===== src/rtl/adcfg_pkg.sv =====
package adcfg_pkg;
    localparam int WORD_W = 16;
    localparam int ADDR_W = 2;
    localparam int CH_W   = 3;
    localparam int PM_W   = 2;
    localparam int RS_W   = 2;
    localparam int CS_W   = 2;
    localparam int PAY_W  = 1 + CH_W + PM_W + RS_W + 1 + 1 + 1 + CS_W + 1;

    // Field order is fixed: the status word and the host both decode it.
    typedef struct packed {
        logic            single;
        logic [CH_W-1:0] chan;
        logic [PM_W-1:0] pwr;
        logic [RS_W-1:0] rsel;
        logic            mode;
        logic            conv;
        logic            calmd;
        logic [CS_W-1:0] csel;
        logic            stcal;
    } ctl_t;
endpackage


===== src/rtl/adcfg_ctl.sv =====
module adcfg_ctl
    import adcfg_pkg::*;
#(
    parameter int             AW       = ADDR_W,
    parameter logic [AW-1:0]  CTL_ADDR = '1
) (
    input  logic          clk,
    input  logic          rst_n,
    input  logic          wr_en,
    input  logic [AW-1:0] wr_addr,
    input  ctl_t          wr_pay,
    input  logic          rd_en,
    input  logic          conv_done,
    input  logic          cal_done,
    output ctl_t          ctl,
    output logic          conv_go,
    output logic          cal_go
);
    typedef struct packed {
        ctl_t ctl;
        logic conv_go;
        logic cal_go;
    } st_t;

    st_t  s_d, s_q;
    logic hit;

    assign hit = wr_en && (wr_addr == CTL_ADDR);

    always_comb begin
        s_d         = s_q;
        s_d.conv_go = 1'b0;
        s_d.cal_go  = 1'b0;
        if (rd_en)     s_d.ctl.mode  = 1'b0;
        if (conv_done) s_d.ctl.conv  = 1'b0;
        if (cal_done)  s_d.ctl.stcal = 1'b0;
        if (hit) begin
            s_d.ctl.single = wr_pay.single;
            s_d.ctl.chan   = wr_pay.chan;
            s_d.ctl.pwr    = wr_pay.pwr;
            s_d.ctl.rsel   = wr_pay.rsel;
            s_d.ctl.mode   = wr_pay.mode;
            s_d.ctl.calmd  = wr_pay.calmd;
            s_d.ctl.csel   = wr_pay.csel;
            if (wr_pay.conv && !s_q.ctl.conv) begin
                s_d.ctl.conv = 1'b1;
                s_d.conv_go  = 1'b1;
            end
            if (wr_pay.stcal && !s_q.ctl.stcal) begin
                s_d.ctl.stcal = 1'b1;
                s_d.cal_go    = 1'b1;
            end
        end
    end

    always_ff @(posedge clk or negedge rst_n) begin
        if (!rst_n) s_q <= '0;
        else        s_q <= s_d;
    end

    assign ctl     = s_q.ctl;
    assign conv_go = s_q.conv_go;
    assign cal_go  = s_q.cal_go;

    AST_CONV_GO_PULSE: assert property (@(posedge clk) disable iff (!rst_n)
        conv_go |=> !conv_go);
    AST_CONV_HELD_UNTIL_DONE: assert property (@(posedge clk) disable iff (!rst_n)
        (ctl.conv && !conv_done) |=> ctl.conv);
    AST_CONV_DONE_CLEARS: assert property (@(posedge clk) disable iff (!rst_n)
        conv_done |=> !ctl.conv);
    AST_NO_GO_WHILE_RUN: assert property (@(posedge clk) disable iff (!rst_n)
        ctl.conv |=> !conv_go);
    AST_CAL_GO_SETS_RUN: assert property (@(posedge clk) disable iff (!rst_n)
        cal_go |-> ctl.stcal);
    AST_MODE_READ_CLEAR: assert property (@(posedge clk) disable iff (!rst_n)
        (rd_en && !hit) |=> !ctl.mode);
    AST_NO_HIT_HOLDS: assert property (@(posedge clk) disable iff (!rst_n)
        !hit |=> ($stable(ctl.chan) && $stable(ctl.pwr) && $stable(ctl.rsel)));
endmodule


===== src/rtl/adcfg_rdport.sv =====
module adcfg_rdport
    import adcfg_pkg::*;
#(
    parameter int              W          = WORD_W,
    parameter logic [RS_W-1:0] STATUS_SEL = '1
) (
    input  logic         clk,
    input  logic         rst_n,
    input  ctl_t         ctl,
    input  logic         rd_en,
    output logic [W-1:0] rd_data,
    output logic         rd_done
);
    typedef struct packed {
        logic [W-1:0] data;
        logic         done;
    } st_t;

    st_t          s_d, s_q;
    logic [W-1:0] stat_word;

    always_comb begin
        stat_word = {1'b0, ctl.conv | ctl.stcal, ctl.single, ctl.chan, ctl.pwr,
                     ctl.rsel, ctl.mode, 1'b0, ctl.calmd, ctl.csel, ctl.stcal};
        s_d      = s_q;
        s_d.done = rd_en;
        if (rd_en) s_d.data = (ctl.rsel == STATUS_SEL) ? stat_word : '0;
    end

    always_ff @(posedge clk or negedge rst_n) begin
        if (!rst_n) s_q <= '0;
        else        s_q <= s_d;
    end

    assign rd_data = s_q.data;
    assign rd_done = s_q.done;

    AST_DONE_FOLLOWS_REQ: assert property (@(posedge clk) disable iff (!rst_n)
        rd_en |=> rd_done);
    AST_DATA_HELD: assert property (@(posedge clk) disable iff (!rst_n)
        !rd_en |=> $stable(rd_data));
    AST_CAL_RUN_SHOWN: assert property (@(posedge clk) disable iff (!rst_n)
        (rd_en && ctl.stcal && ctl.rsel == STATUS_SEL) |=> (rd_data[0] && rd_data[14]));
    AST_RSVD_ZERO: assert property (@(posedge clk) disable iff (!rst_n)
        rd_done |-> (!rd_data[W-1] && !rd_data[4]));
endmodule


===== src/rtl/adcfg_regfile.sv =====
module adcfg_regfile
    import adcfg_pkg::*;
#(
    parameter logic [ADDR_W-1:0] CTL_ADDR   = '1,
    parameter logic [RS_W-1:0]   STATUS_SEL = '1
) (
    input  logic              clk,
    input  logic              rst_n,
    input  logic              wr_en,
    input  logic [WORD_W-1:0] wr_word,
    input  logic              rd_en,
    input  logic              conv_done,
    input  logic              cal_done,
    output logic              cfg_single,
    output logic [CH_W-1:0]   cfg_chan,
    output logic [PM_W-1:0]   cfg_pwr,
    output logic              if_mode,
    output logic              conv_go,
    output logic              cal_go,
    output logic [CS_W:0]     cal_type,
    output logic [CS_W-1:0]   coef_addr,
    output logic              coef_ok,
    output logic              busy,
    output logic [WORD_W-1:0] rd_data,
    output logic              rd_done
);
    ctl_t ctl;
    ctl_t pay;

    assign pay = ctl_t'(wr_word[PAY_W-1:0]);

    adcfg_ctl #(.AW(ADDR_W), .CTL_ADDR(CTL_ADDR)) u_ctl (
        .clk       (clk),
        .rst_n     (rst_n),
        .wr_en     (wr_en),
        .wr_addr   (wr_word[WORD_W-1 -: ADDR_W]),
        .wr_pay    (pay),
        .rd_en     (rd_en),
        .conv_done (conv_done),
        .cal_done  (cal_done),
        .ctl       (ctl),
        .conv_go   (conv_go),
        .cal_go    (cal_go)
    );

    adcfg_rdport #(.W(WORD_W), .STATUS_SEL(STATUS_SEL)) u_rd (
        .clk     (clk),
        .rst_n   (rst_n),
        .ctl     (ctl),
        .rd_en   (rd_en),
        .rd_data (rd_data),
        .rd_done (rd_done)
    );

    assign cfg_single = ctl.single;
    assign cfg_chan   = ctl.chan;
    assign cfg_pwr    = ctl.pwr;
    assign if_mode    = ctl.mode;
    assign cal_type   = {ctl.calmd, ctl.csel};
    assign coef_addr  = ctl.csel;
    assign coef_ok    = !ctl.stcal;
    assign busy       = ctl.conv | ctl.stcal;

    AST_COEF_LOCKED: assert property (@(posedge clk) disable iff (!rst_n)
        cal_go |-> !coef_ok);
    AST_BUSY_ON_GO: assert property (@(posedge clk) disable iff (!rst_n)
        (conv_go || cal_go) |-> busy);
endmodule


===== config.mk =====
export PLATFORM = sky130hd
export DESIGN_NAME = adcfg_regfile
export DESIGN_NICKNAME = d
export VERILOG_FILES = /design/src/rtl/adcfg_pkg.sv /design/src/rtl/adcfg_ctl.sv /design/src/rtl/adcfg_rdport.sv /design/src/rtl/adcfg_regfile.sv
export SDC_FILE = /design/constraint.sdc
export NUM_CORES = 1
export LEC_CHECK = 0
export BUFFER_PORTS_ARGS = -buffer_cell sky130_fd_sc_hd__buf_2
export CAP_MARGIN = 20
export CORE_MARGIN = 8
export CORE_UTILIZATION = 24
export CTS_CLUSTER_DIAMETER = 100
export DETAILED_ROUTE_END_ITERATION = 6
export REMOVE_ABC_BUFFERS = 1
export SLEW_MARGIN = 15
export SYNTH_ARGS = -nofsm -noshare
export SYNTH_HDL_FRONTEND = slang
export SYNTH_SLANG_ARGS = --single-unit

===== constraint.sdc =====
create_clock -name clk -period 0.95 [get_ports clk]
set_input_delay 0.19 -clock clk [delete_from_list [all_inputs] [get_ports clk]]
set_output_delay 0.19 -clock clk [all_outputs]
set_load 0.02 [all_outputs]

==> summary.txt, run 1 <==
DRC violations left - 0
Startpoint type of the worst setup path - flop
Setup Total Neg Slack - -1.99 ns
Synth Cell Area - 0.00129 mm2
Post-synth top area share - 58.0%
Sequential-to-total area share from yosys stat - 58.0%
WP buf/inv - 1
Number of clock sinks - 30
Final std cells w/o fill - 251
Fraction of the mapped netlist area in compound gates - 6.96%
Flip-flop and latch area - 752 um2
Count of nets after finishing - 203
Number of cell instances on the worst register-to-register path - 4
Xor and xnor area share after synthesis - 0%
Series of cell instances along the critical path - or2_4, buf_6
Final period util - 129%
Vias after detailed routing - 1012
CP max stage delay - 0.39 ns
Post-synthesis register bit count - 30
Cell row count - 26
Die outline width - 89.4 um
Initial cell density of the core - 25.0%
Violated checks - negative setup slack
Filler Cell Count - 510
EDFF count, synth - 0
Number of levels in the clock H-tree - 2
Maximum buffer depth of the clock tree - 2
Initial DRC Count - 39
Hold path cells - 2
Tot GR Track Use - 8.63%
Slew Viols, Final - 0
Combinational family with the most area after synthesis - multiplexers
Top layer in use - met4
Library cells used by synthesis - 21
Wire length of the first global-routing pass - 5090 um
Total of buffers placed on input and output ports - 52
Diode insertion count for antenna repair - 0
Data arrival time of the critical path - 1.04 ns
Final setup slack of the worst path - -0.278 ns
Run status - complete, but fails checks
Master cell of the clock root buffer - sky130_fd_sc_hd__clkbuf_8
Hold Violations, Final - 0
Dominant delay contributor by cell family on the critical path - flip-flops
Clock input transition at the sequential cells of the worst setup and hold paths - 0.05 ns
Type of the tightest min-delay check - primary input to flop
Height of the die - 89.4 um
Dominant synthesized flop cell - sky130_fd_sc_hd__dfrtp_1
First drt pass iteration count - 4
Most area-consuming cells after synthesis - sky130_fd_sc_hd__dfrtp_1 (58%), sky130_fd_sc_hd__mux2_4 (9.3%), sky130_fd_sc_hd__buf_4 (7.5%)
Average footprint of a synthesized cell - 11.8 um2
Placed Cells - 224
Worst Clk Skew - 0.00343 ns
Power density normalized to cell area - 1810 mW/mm2
Overall overflow remaining after global route - 0
Post-detailed-route count of antenna-violating nets - 0
Highest-delay cell along the critical path - sky130_fd_sc_hd__dfrtp_1
Via count of the first global-routing pass - 1058
Skew-Pair Late Insertion Delay - 0.27 ns
Most numerous cell in the Yosys netlist - sky130_fd_sc_hd__dfrtp_1
Max frequency - 815 MHz
Area grow syn2layout - 61.0%
Type of the setup path with the least slack - flop to primary output
CTS tree - done
Adder-cell area share of the yosys netlist - 0%
Routed wl met2 - 1730 um
Number of maximum-capacitance constraint violations - 0
Drt total wl - 3270 um
Share of post-route cells with drive strength above 1 - 58.0%
Hold Slack - 0.0933 ns
Number of top-level pins - 55
Setup-violating endpoint count in the final report - 34
Multi-input gate area - 398 um2
Routed length on met1 - 1240 um
VDD IR-drop max - 555 uV
Fraction of synthesis flops using an asynchronous set or reset pin - 100%
Most area-hungry cell type in the Yosys netlist - sky130_fd_sc_hd__dfrtp_1
Most frequent cells after synthesis - sky130_fd_sc_hd__dfrtp_1 (30), sky130_fd_sc_hd__buf_4 (13), sky130_fd_sc_hd__inv_1 (13)
Lkg Pwr - 0.00104 uW
Largest fanout on the critical path - 2
Shortest clock period the worst path allows after layout - 1.23 ns
Pin count of the biggest net entering global routing - 31
Routability cong. - 0.733
Standard cell core area - 0.00517 mm2
Mux cell area share after synthesis - 13.5%
Detailed Place HPWL - 2280 um
Endpoint required time on the critical path - 0.76 ns
Basic-gate share of the synthesized area counting and, or, nand and nor cells - 7.64%
Die area - 0.00800 mm2
Total length of routed met3 wires - 227 um
Initial antenna violation count - 0
Detail-routed via count per cell - 4.03
Setup repair after global routing missed its margin - true
Ys Warns - 0
Endpoint type of the worst setup path - primary output
Average detailed-routed wire length per instance - 13.0 um
Syn Inst Count - 110
Total stage count of the critical path - 2
Number of buffers created by CTS - 5
[timing repair]
action,CTS,global route
setup buffers,14,5
hold endpoints to repair,30,0
setup endpoints to repair,32,38
gates resized for setup,65,11
hold buffers,1,0
pin swaps,2,1
[cell type report]
| type | count | share of cell area [%] |
|---|---|---|
| Clock buffer | 7 | 3.66 |
| Inverter | 13 | 2.46 |
| Multi-Input combinational cell | 50 | 19.1 |
| Sequential cell | 30 | 36.1 |
| Tap cell | 70 | 4.20 |
| Timing Repair Buffer | 81 | 34.5 |
[worst paths after layout]
check | slack, ns | from | to
worst min-delay path | 0.09 | conv_done | u_ctl.ctl[4]
min in group asynchronous | 0.40 | rst_n | u_ctl.conv_go
max in group asynchronous | 0.38 | rst_n | u_ctl.ctl[1]
worst min register to register | 0.52 | u_ctl.ctl[4] | u_ctl.conv_go
worst max-delay path | -0.28 | u_ctl.ctl[0] | busy
worst max register to register | -0.20 | u_ctl.ctl[0] | u_rd.rd_data[14]
[cells in the final DEF (no fill, tap or decap), types with 2 or more instances in the layout]
master	count
sky130_fd_sc_hd__nand2_1	12
sky130_fd_sc_hd__conb_1	2
sky130_fd_sc_hd__mux2_2	4
sky130_fd_sc_hd__buf_4	21
sky130_fd_sc_hd__o22ai_1	11
sky130_fd_sc_hd__inv_1	12
sky130_fd_sc_hd__clkbuf_8	5
sky130_fd_sc_hd__mux2_4	8
sky130_fd_sc_hd__clkbuf_1	2
sky130_fd_sc_hd__dfrtp_1	29
sky130_fd_sc_hd__buf_12	2
sky130_fd_sc_hd__buf_6	36
sky130_fd_sc_hd__buf_2	21
[metrics by stage]
stage	total power, uW	instance area [um2]	setup slack, ns	util [%]
after global placement	2420	1610	-0.0517	31.2
after detailed placement	2430	1610	-0.0665	31.2
after CTS	3760	2000	-0.283	38.7
final	3770	2080	-0.278	40.3
after global routing	4000	2080	-0.319	40.3
after floorplan	2040	1170	-0.145	-
[state kept, by name (all words and copies together) (netlist names)]
register and flops:
u_ctl.ctl 14, u_rd.rd_data 13, u_ctl.cal_go 1, u_ctl.conv_go 1, u_rd.rd_done 1
[power breakdown]
part / internal (uW) / total, uW / switching (uW)
logic: 722 / 1260 / 541
registers: 1440 / 1580 / 140
clock network: 503 / 920 / 417
[cells by family (layout without fill, tap and decap cells)]
logic type | count (synthesis) | after routing
buffers and inverters | 31 | 101
DFF | 30 | 30
and+or+nand+nor | 21 | 21
AOI/OAI and AO/OA | 14 | 14
muxes | 13 | 13
other | 1 | 2
[metal layers]
metal | GRT usage, % | up-vias
met1 | 8.66 | 484
li1 | - | 491
met3 | 3.22 | 7
met5 | 0 | -
met4 | 4.98 | 0
met2 | 15.0 | 30
Power figures use the tool's default switching activity.
==> run 2, diff against run 1 <==
--- a/config.mk
+++ b/config.mk
@@ -8,9 +8,10 @@
 export BUFFER_PORTS_ARGS = -buffer_cell sky130_fd_sc_hd__buf_2
 export CAP_MARGIN = 20
 export CORE_MARGIN = 8
-export CORE_UTILIZATION = 24
+export CORE_UTILIZATION = 42
 export CTS_CLUSTER_DIAMETER = 100
 export DETAILED_ROUTE_END_ITERATION = 6
+export PLACE_DENSITY = 0.75
 export REMOVE_ABC_BUFFERS = 1
 export SLEW_MARGIN = 15
 export SYNTH_ARGS = -nofsm -noshare
==> constraint.sdc (replaced) <==
create_clock -name clk -period 0.95 [get_ports clk]
set_input_delay 0.19 -clock clk [delete_from_list [all_inputs] [get_ports clk]]
set_output_delay 0.19 -clock clk [all_outputs]
set_load 0.1 [all_outputs]
==> run 2 against run 1 <==
  * The run still ends with negative setup slack left
  * Flip-flop and latch count is the same
  * Critical endpoint unchanged
  * Count of clock-buffer cells in the layout shrank 1
  * Via count grew 6.4%
  * Non-clock buffer count grew 3
  * Critical path depth is the same
  * Design area grew 12%
  * Total power grew 39%
  * Highest routed layer unchanged
  * Cell count shrank 14%
  * Die area shrank 36%
  * Fmax shrank 11%
  * Clock power shrank 16%
==> summary.txt, run 2 (same netlist as run 1, synthesis figures left out) <==
Run status - complete, but fails checks
Violated checks - negative setup slack
Total of buffers placed on input and output ports - 52 (unchanged)
Type of the tightest min-delay check - primary input to flop
First drt pass iteration count - 4 (unchanged)
CTS tree - done
Power density normalized to cell area - 2240 mW/mm2 (+24%)
Setup repair after global routing missed its margin - true
Hold Violations, Final - 0 (unchanged)
Initial antenna violation count - 0 (unchanged)
Number of top-level pins - 55 (unchanged)
Number of levels in the clock H-tree - 2 (unchanged)
Master cell of the clock root buffer - sky130_fd_sc_hd__clkbuf_4
Setup-violating endpoint count in the final report - 37 (+8.8%)
Number of buffers created by CTS - 5 (unchanged)
Average detailed-routed wire length per instance - 19.1 um (+46%)
Wire length of the first global-routing pass - 5750 um (+13%)
Worst Clk Skew - 0.0157 ns (+0.0123 ns)
Placed Cells - 189 (-16%)
Number of maximum-capacitance constraint violations - 0 (unchanged)
Number of clock sinks - 30 (unchanged)
Share of post-route cells with drive strength above 1 - 63.4% (+5.4 points)
VDD IR-drop max - 1230 uV (+120%)
Area grow syn2layout - 80.8%
Series of cell instances along the critical path - or2_4, buf_12
FF-to-FF setup slack - -0.16 ns (+0.04 ns)
WP buf/inv - 1 (unchanged)
Vias after detailed routing - 1077 (+6.4%)
Initial cell density of the core - 43.1% (+18 points)
Number of cell instances on the worst register-to-register path - 3 (-1)
Startpoint of the worst setup timing path - u_ctl.ctl[4]
Routability cong. - 0.809 (+10%)
Via count of the first global-routing pass - 1158 (+9.5%)
Commonest cells after routing, fill and taps aside - sky130_fd_sc_hd__buf_12 (32), sky130_fd_sc_hd__dfrtp_1 (27), sky130_fd_sc_hd__buf_4 (23), sky130_fd_sc_hd__buf_2 (21), sky130_fd_sc_hd__inv_1 (12)
Dominant delay contributor by cell family on the critical path - flip-flops
Tot GR Track Use - 14.6% (+5.9 points)
Hold Slack - 0.0487 ns (-0.0446 ns)
Lkg Pwr - 0.00114 uW (+9.5%)
Detail-routed via count per cell - 4.99 (+24%)
Final setup slack of the worst path - -0.429 ns (-0.152 ns)
Post-Place Setup Slack - -0.202 ns (-0.135 ns)
Shortest clock period the worst path allows after layout - 1.38 ns (+0.152 ns)
Slew Viols, Final - 0 (unchanged)
Cell row count - 20 (-23%)
Flip-flop count of the largest register after layout - 14 (unchanged)
Pin count of the biggest net entering global routing - 18 (-42%)
Die area - 0.00511 mm2 (-36%)
Post-detailed-route count of antenna-violating nets - 0 (unchanged)
Standard cell core area - 0.00300 mm2 (-42%)
Most common cell after layout, fill and taps aside - sky130_fd_sc_hd__buf_12
Detailed Place HPWL - 2530 um (+11%)
DRC violations left - 0 (unchanged)
Initial DRC Count - 71 (+82%)
Die outline width - 71.5 um (-20%)
Highest-delay cell along the critical path - sky130_fd_sc_hd__dfrtp_1
Endpoint required time on the critical path - 0.76 ns (about the same)
Height of the die - 71.5 um (-20%)
Type of the setup path with the least slack - flop to primary output
Endpoint type of the worst setup path - primary output
Count of nets after finishing - 206 (+1.5%)
Setup Total Neg Slack - -6.77 ns (-4.78 ns)
Overall overflow remaining after global route - 0 (unchanged)
Max frequency - 725 MHz (-11%)
Drt total wl - 4130 um (+26%)
Diode insertion count for antenna repair - 0 (unchanged)
Largest fanout on the critical path - 2 (unchanged)
CP max stage delay - 0.41 ns (+0.02 ns)
Skew-Pair Late Insertion Delay - 0.34 ns (+0.07 ns)
Total stage count of the critical path - 2 (unchanged)
Final non-filler cell area - 0.00234 mm2 (+12%)
Startpoint type of the worst setup path - flop
DP Area - 0.00202 mm2 (+25%)
Worst setup path end - busy
Reg2Reg Capture Point - u_ctl.ctl[13]
Data arrival time of the critical path - 1.19 ns (+0.15 ns)
Final std cells w/o fill - 216 (-14%)
Worst r2r src - u_ctl.ctl[13]
Clock input transition at the sequential cells of the worst setup and hold paths - 0.08 ns (+0.03 ns)
Maximum buffer depth of the clock tree - 2 (unchanged)
Final period util - 145% (+16 points)
run 2: changes by cell type in the layout (fill, tap and decap cells not counted), moves of 2 or more:
cell and change:
sky130_fd_sc_hd__buf_12 +30, sky130_fd_sc_hd__buf_4 +2, sky130_fd_sc_hd__buf_6 -29, sky130_fd_sc_hd__clkbuf_1 -2, sky130_fd_sc_hd__clkbuf_4 +5, sky130_fd_sc_hd__clkbuf_8 -4, sky130_fd_sc_hd__dfrtp_1 -2, sky130_fd_sc_hd__dfrtp_2 +2
sky130_fd_sc_hd__mux2_2 -2, sky130_fd_sc_hd__mux2_4 +2, sky130_fd_sc_hd__o22ai_1 -4, sky130_fd_sc_hd__o22ai_2 +4
run 2: how the worst min path moves through the flow:
stage                          from             to  slack (ns)  cells after the start
after floorplan               rst_n   u_ctl.cal_go       -0.11                      0
after global placement        rst_n  u_ctl.ctl[13]         0.1                      1
after detailed placement      rst_n   u_ctl.ctl[1]        0.11                      1
after CTS                 conv_done   u_ctl.ctl[4]        0.03                      2
after global routing       cal_done   u_ctl.ctl[0]        0.01                      2
final                      cal_done   u_ctl.ctl[0]        0.05                      2
run 2: worst register-to-register path: stages, from the launching register on:
cell                      delay [ns]
sky130_fd_sc_hd__dfrtp_1        0.44
sky130_fd_sc_hd__buf_4          0.16
sky130_fd_sc_hd__buf_4          0.13
sky130_fd_sc_hd__mux2_4         0.27
run 2: where the power goes:
group,internal [uW],switching (uW)
Clock,333,437
Sequential,1440,216
Combinational,1100,1720
run 2: metrics by stage:
step                      util (%)  total power, uW
after global routing          77.9             5430
final                         77.9             5240
after detailed placement      67.2             4170
after floorplan                  -             3130
after global placement        67.2             4130
after CTS                     73.3             5070
run 2: layer usage:
metal / routed length (um) / track usage (%) / share of wire [%]
met1: 1490 / 14.6 / 36
met2: 2110 / 23.8 / 51
met3: 300 / 6.42 / 7.3
met4: 230 / 10.2 / 5.6
met5: 0 / 0 / 0
run 2: layout make-up:
cell class / count / area, um2
sequential: 30 / 754
inverter: 13 / 51.3
fill: 171 / 664
tap: 33 / 41.3
clock buffer: 6 / 51.3
multi-input combinational: 50 / 433
timing repair buffer: 84 / 1010
run 2: repair_timing:
action,4_1_cts,5_1_grt
pin swaps,2,2
hold buffers,1,0
buffers inserted,12,10
setup endpoints to repair,32,49
resized for setup,12,17
hold endpoints to repair,13,0
